--- src/rtl/rf_pkg.sv ---
package rf_pkg;
  localparam int unsigned RF_NREG = 32;
  localparam int unsigned RF_XLEN = 32;
endpackage

--- src/rtl/rf_wr_decode.sv ---
module rf_wr_decode #(
  parameter int unsigned NREG      = 32,
  parameter bit          SKIP_ZERO = 1'b1,
  localparam int unsigned AW       = $clog2(NREG)
) (
  input  logic [AW-1:0]   addr,
  input  logic            en,
  output logic [NREG-1:0] sel
);
  localparam int unsigned FIRST = SKIP_ZERO ? 1 : 0;

  always_comb begin
    sel = '0;
    for (int i = FIRST; i < NREG; i++) begin
      if (en && (addr == AW'(i))) sel[i] = 1'b1;
    end
  end

  // at most one word strobed; R5: nothing strobed when disabled
  always_comb begin
    a_r4_onehot: assert ($onehot0(sel)) else $error("write strobe not one-hot");
    if (!en) begin
      a_r5_idle: assert (sel == '0) else $error("strobe active while disabled");
    end
  end
endmodule

--- src/rtl/rf_word.sv ---
module rf_word #(
  parameter int unsigned XLEN = 32
) (
  input  logic            clk,
  input  logic            rst_n,
  input  logic            we,
  input  logic [XLEN-1:0] d,
  output logic [XLEN-1:0] q
);
  logic [XLEN-1:0] q_nxt;

  always_comb begin
    q_nxt = q;
    if (we) q_nxt = d;
  end

  always_ff @(negedge clk or negedge rst_n) begin
    if (!rst_n) q <= '0;
    else        q <= q_nxt;
  end

  // strobed falling edge loads the data word
  a_r3_load: assert property (@(negedge clk) disable iff (!rst_n)
    we |=> (q == $past(d)));
  // unstrobed falling edge keeps the word
  a_r5_hold: assert property (@(negedge clk) disable iff (!rst_n)
    !we |=> $stable(q));
endmodule

--- src/rtl/rf_read_mux.sv ---
module rf_read_mux #(
  parameter int unsigned NREG = 32,
  parameter int unsigned XLEN = 32,
  localparam int unsigned AW  = $clog2(NREG)
) (
  input  logic [NREG-1:0][XLEN-1:0] words,
  input  logic [AW-1:0]             addr,
  output logic [XLEN-1:0]           data
);
  always_comb begin
    data = '0;
    for (int i = 0; i < NREG; i++) begin
      if (addr == AW'(i)) data = words[i];
    end
  end
endmodule

--- src/rtl/regfile_2r1w.sv ---
module regfile_2r1w
  import rf_pkg::*;
#(
  parameter int unsigned NREG = RF_NREG,
  parameter int unsigned XLEN = RF_XLEN,
  localparam int unsigned AW  = $clog2(NREG)
) (
  input  logic            clk,
  input  logic            rst_n,
  input  logic [AW-1:0]   rd_addr_a,
  output logic [XLEN-1:0] rd_data_a,
  input  logic [AW-1:0]   rd_addr_b,
  output logic [XLEN-1:0] rd_data_b,
  input  logic [AW-1:0]   wr_addr,
  input  logic [XLEN-1:0] wr_data,
  input  logic            wr_en
);
  logic [NREG-1:0]            wr_sel;
  logic [NREG-1:0][XLEN-1:0]  words;

  rf_wr_decode #(.NREG(NREG), .SKIP_ZERO(1'b1)) u_dec (
    .addr (wr_addr),
    .en   (wr_en),
    .sel  (wr_sel)
  );

  for (genvar g = 0; g < NREG; g++) begin : g_word
    if (g == 0) begin : g_zero
      assign words[g] = '0;
      // word zero is never strobed
      always_comb begin
        a_r6_no_strobe: assert (wr_sel[g] == 1'b0) else $error("word zero strobed");
      end
    end else begin : g_store
      rf_word #(.XLEN(XLEN)) u_word (
        .clk   (clk),
        .rst_n (rst_n),
        .we    (wr_sel[g]),
        .d     (wr_data),
        .q     (words[g])
      );
    end
  end

  rf_read_mux #(.NREG(NREG), .XLEN(XLEN)) u_mux_a (
    .words (words),
    .addr  (rd_addr_a),
    .data  (rd_data_a)
  );

  rf_read_mux #(.NREG(NREG), .XLEN(XLEN)) u_mux_b (
    .words (words),
    .addr  (rd_addr_b),
    .data  (rd_data_b)
  );

  // register number 0 reads as zero on either port
  a_r6_zero_a: assert property (@(posedge clk) disable iff (!rst_n)
    (rd_addr_a == '0) |-> (rd_data_a == '0));
  a_r6_zero_b: assert property (@(posedge clk) disable iff (!rst_n)
    (rd_addr_b == '0) |-> (rd_data_b == '0));
  // equal read addresses give equal data
  a_r2_same_addr: assert property (@(posedge clk) disable iff (!rst_n)
    (rd_addr_a == rd_addr_b) |-> (rd_data_a == rd_data_b));
endmodule

--- config.mk ---
export PLATFORM = sky130hd
export DESIGN_NAME = regfile_2r1w
export DESIGN_NICKNAME = d
export VERILOG_FILES = /design/src/rtl/rf_pkg.sv /design/src/rtl/rf_wr_decode.sv /design/src/rtl/rf_word.sv /design/src/rtl/rf_read_mux.sv /design/src/rtl/regfile_2r1w.sv
export SDC_FILE = /design/constraint.sdc
export NUM_CORES = 2
export LEC_CHECK = 0
export ABC_CLOCK_PERIOD_IN_PS = 7500
export BUFFER_PORTS_ARGS = -buffer_cell sky130_fd_sc_hd__buf_2
export CORE_ASPECT_RATIO = 2
export CORE_UTILIZATION = 51
export DETAILED_ROUTE_END_ITERATION = 7
export PLACE_DENSITY = 0.71
export SYNTH_ARGS = -nofsm -noshare
export SYNTH_HDL_FRONTEND = slang
export SYNTH_HIERARCHICAL = 1
export SYNTH_SLANG_ARGS = --single-unit
--- constraint.sdc ---
create_clock -name clk -period 7.5 [get_ports clk]
set_clock_uncertainty 0.15 [all_clocks]
set_input_delay 1.5 -clock clk [delete_from_list [all_inputs] [get_ports clk]]
set_output_delay 1.5 -clock clk [all_outputs]
set_load 0.01 [all_outputs]
**Word level (Yosys, flattened, before mapping)**

Cells that the tools add are included.

- Logic and storage cells: 248
- Flip-flop bits (word level): 992
- Output and inout bits: 64

- Mux-type cells: 93
- Reductions and logical operators: 31
- Eq/ne operators: 93

Operators with widths:

| cell | number |
|---|---|
| $mux W32 | 62 |
| $eq A5 B5 Y1 const B | 48 |
| $eq A5 B4 Y1 const B | 24 |
| $eq A5 B3 Y1 const B | 12 |
| $logic_and A1 B1 Y1 | 31 |
| $mux W1 | 31 |
| $eq A5 B2 Y1 const B | 6 |
| $eq A5 B1 Y1 const B | 3 |

**Longest topological paths before layout**

- Depth in word-level cells: 32
- Mapped depth: 12
- Depth with buffers taken out: 7

**Modules after synthesis**

Netlist, hierarchy kept.

Modules (own cells, without submodules):

| module | seq. area each (um^2) | instances | area an instance (um^2) | cells an instance |
|---|---|---|---|---|
| rf_word | 800.8 | 31 | 1,345.0 | 68 |
| rf_read_mux | 0.0 | 2 | 9,705.6 | 1,548 |
| rf_wr_decode | 0.0 | 1 | 237.7 | 48 |
| regfile_2r1w | 0.0 | 1 | 3.8 | 1 |

==> reports/qor.yml <==
drt:
  drc: 15
  ant_nets: 0
  vias_per_cell: 7.50
  first_pass_iters: 8
  routed-via-count: 52700
  route.detailed.wl_per_inst_um: 36.7
  wl_um: 258000
  drtIter0Drc: 7169
final_layout:
  drive_gt1_share_pct: 39.2
  largest-register: "g_word.g_store.u_word/q"
  fill_cells: 9562
  area_delta_synth_final_pct: 13.9
  multi_input_area_um2: 35500
  largest_reg_flops: 992
  seqCellArea_um2: 24800
  final_nets: 5447
  reg_top3: "g_word.g_store.u_word/q (992)"
clock_tree:
  htree_levels: 3
  clk_pin_slew_worst_paths_ns: 0.05
  cts_buffer_depth: 3
  numCtsBuffers: 90
  cts_root_buf: "clkbuf_16"
  cts.sinks: 992
  insertion_delay_ns: 0.66
  tritoncts: "done"
  ctsHoldBuffers: 0
run_status:
  violations: "design-rule violations, negative setup slack"
  outcome: "finished, violations left"
die:
  num_rows: 179
  fp.dieW_um: 247
  io_pins: 114
  die_area_um2: 122000
  start_util_pct: 51.5
  die_h_um: 492
  core_area_um2: 119000
sta:
  finalSetupViolCount: 64
  rsz0062_at_grt: "yes"
  slew_violations: 0
  setup_tns_ns: -28.84
  worst_slew_pin_slew_ns: 1.26
  slew_headroom_pct: 15.5
  hold_viol: 0
  fin_ws_ns: -0.737
pwr:
  ir_drop_v: 0.000247
  p_total_mw: 16.7
  leakage_nw: 29.6
  power_density_nw_per_um2: 238
setup_path:
  required_ns: 5.85
  setup.worst_path.start_class: "flop"
  critPathKind: "flop to primary output"
  path_max_fanout: 3
  arrival_ns: 6.59
  critPathCaptureType: "primary output"
placed_design:
  port_buffers: 113
  dp_hpwl_um: 161000
  gp_congestion: 1.02
grt:
  grt_usage_pct: 42.0
  antenna_found_initial: 22
  grt_max_degree: 108
  grt_first_pass_wirelength_um: 371000
  grt.overflow.total: 0
  first_global_vias: 53100
yosys:
  syn_area_um2: 61300
  synth_warnings: 6
  synth_cells: 5251
  postSynthAreaPerCell_um2: 11.7
hold_path:
  hp-class: "flop to flop"
job:
  maxCapViolations: 0
-- area by class of cell --
type,count,area share [%]
Tap cell,1538,2.75
Inverter,22,0.122
Clock inverter,42,0.779
Timing Repair Buffer,476,6.23
Sequential cell,992,35.5
Multi-Input combinational cell,3815,50.8
Antenna cell,21,0.0752
Clock buffer,123,3.74
-- per-stage QoR --
stage,cell area [µm²],std cells,hold slack (ns),setup slack [ns],utilization [%]
finish,69900,7029,0.321,-0.737,58.6
global route,69800,7019,0.336,-0.765,58.6
CTS,69100,6999,0.318,-0.658,58.0
detailed placement,63900,6819,0.311,-0.119,53.6
global placement,63900,6819,0.310,-0.155,53.6
floorplan,61600,5314,0.297,0.351,-
-- worst max-delay path, stage by stage, from the launching register on --
cell and delay [ns]:
dfrtn_1 0.37, a21oi_1 0.17, o22ai_1 0.11, a221oi_2 0.25, a21oi_2 0.11, a221oi_2 0.31, nor3_2 0.12, or4_1 0.56
buf_2 0.16
-- layout by cell type, fill, tap and decap left out, types with 64 or more instances in the layout --
cell	n
nor2_1	296
o221ai_1	126
conb_1	64
a21oi_2	76
mux2_4	942
clkbuf_16	93
mux2i_1	156
buf_2	71
dfrtn_1	992
a21oi_1	294
buf_4	298
mux2_2	108
a31oi_1	68
nand2_1	189
o22ai_1	171
o21ai_0	297
-- where the power goes --
part / switching, mW / internal (mW) / leakage, nW
sequential: 0.988 / 6.50 / 12.7
combinational: 1.82 / 2.20 / 15.4
clock: 2.31 / 2.83 / 1.56
-- timing repair --
item                       CTS  global route
buffers inserted            20            13
resized for setup          404           133
setup endpoints to repair   64            64
pin swaps                  254           112
cloned                       0             0
-- final timing paths --
check | from | end | slack, ns | cells past startpoint
worst min-delay path | g_word[16].g_store.u_word/q[31] | g_word[16].g_store.u_word/q[31] | 0.32 | 1
min in group asynchronous | rst_n | g_word[21].g_store.u_word/q[17] | 4.25 | 1
worst min register to register | g_word[16].g_store.u_word/q[31] | g_word[16].g_store.u_word/q[31] | 0.32 | 1
max in group asynchronous | rst_n | g_word[3].g_store.u_word/q[13] | 1.87 | 2
worst max register to register | g_word[5].g_store.u_word/q[15] | g_word[5].g_store.u_word/q[15] | 6.29 | 3
worst max-delay path | g_word[5].g_store.u_word/q[19] | rd_data_a[19] | -0.74 | 8
-- per-layer routing --
metal | up-vias | GRT usage [%] | wire (µm)
met5 | - | 0.403 | 119
met4 | 10 | 37.3 | 28000
met3 | 1722 | 13.0 | 31300
met2 | 4831 | 61.9 | 112000
met1 | 26000 | 48.7 | 86400
li1 | 20100 | - | -
Power figures use the tool's default switching activity.
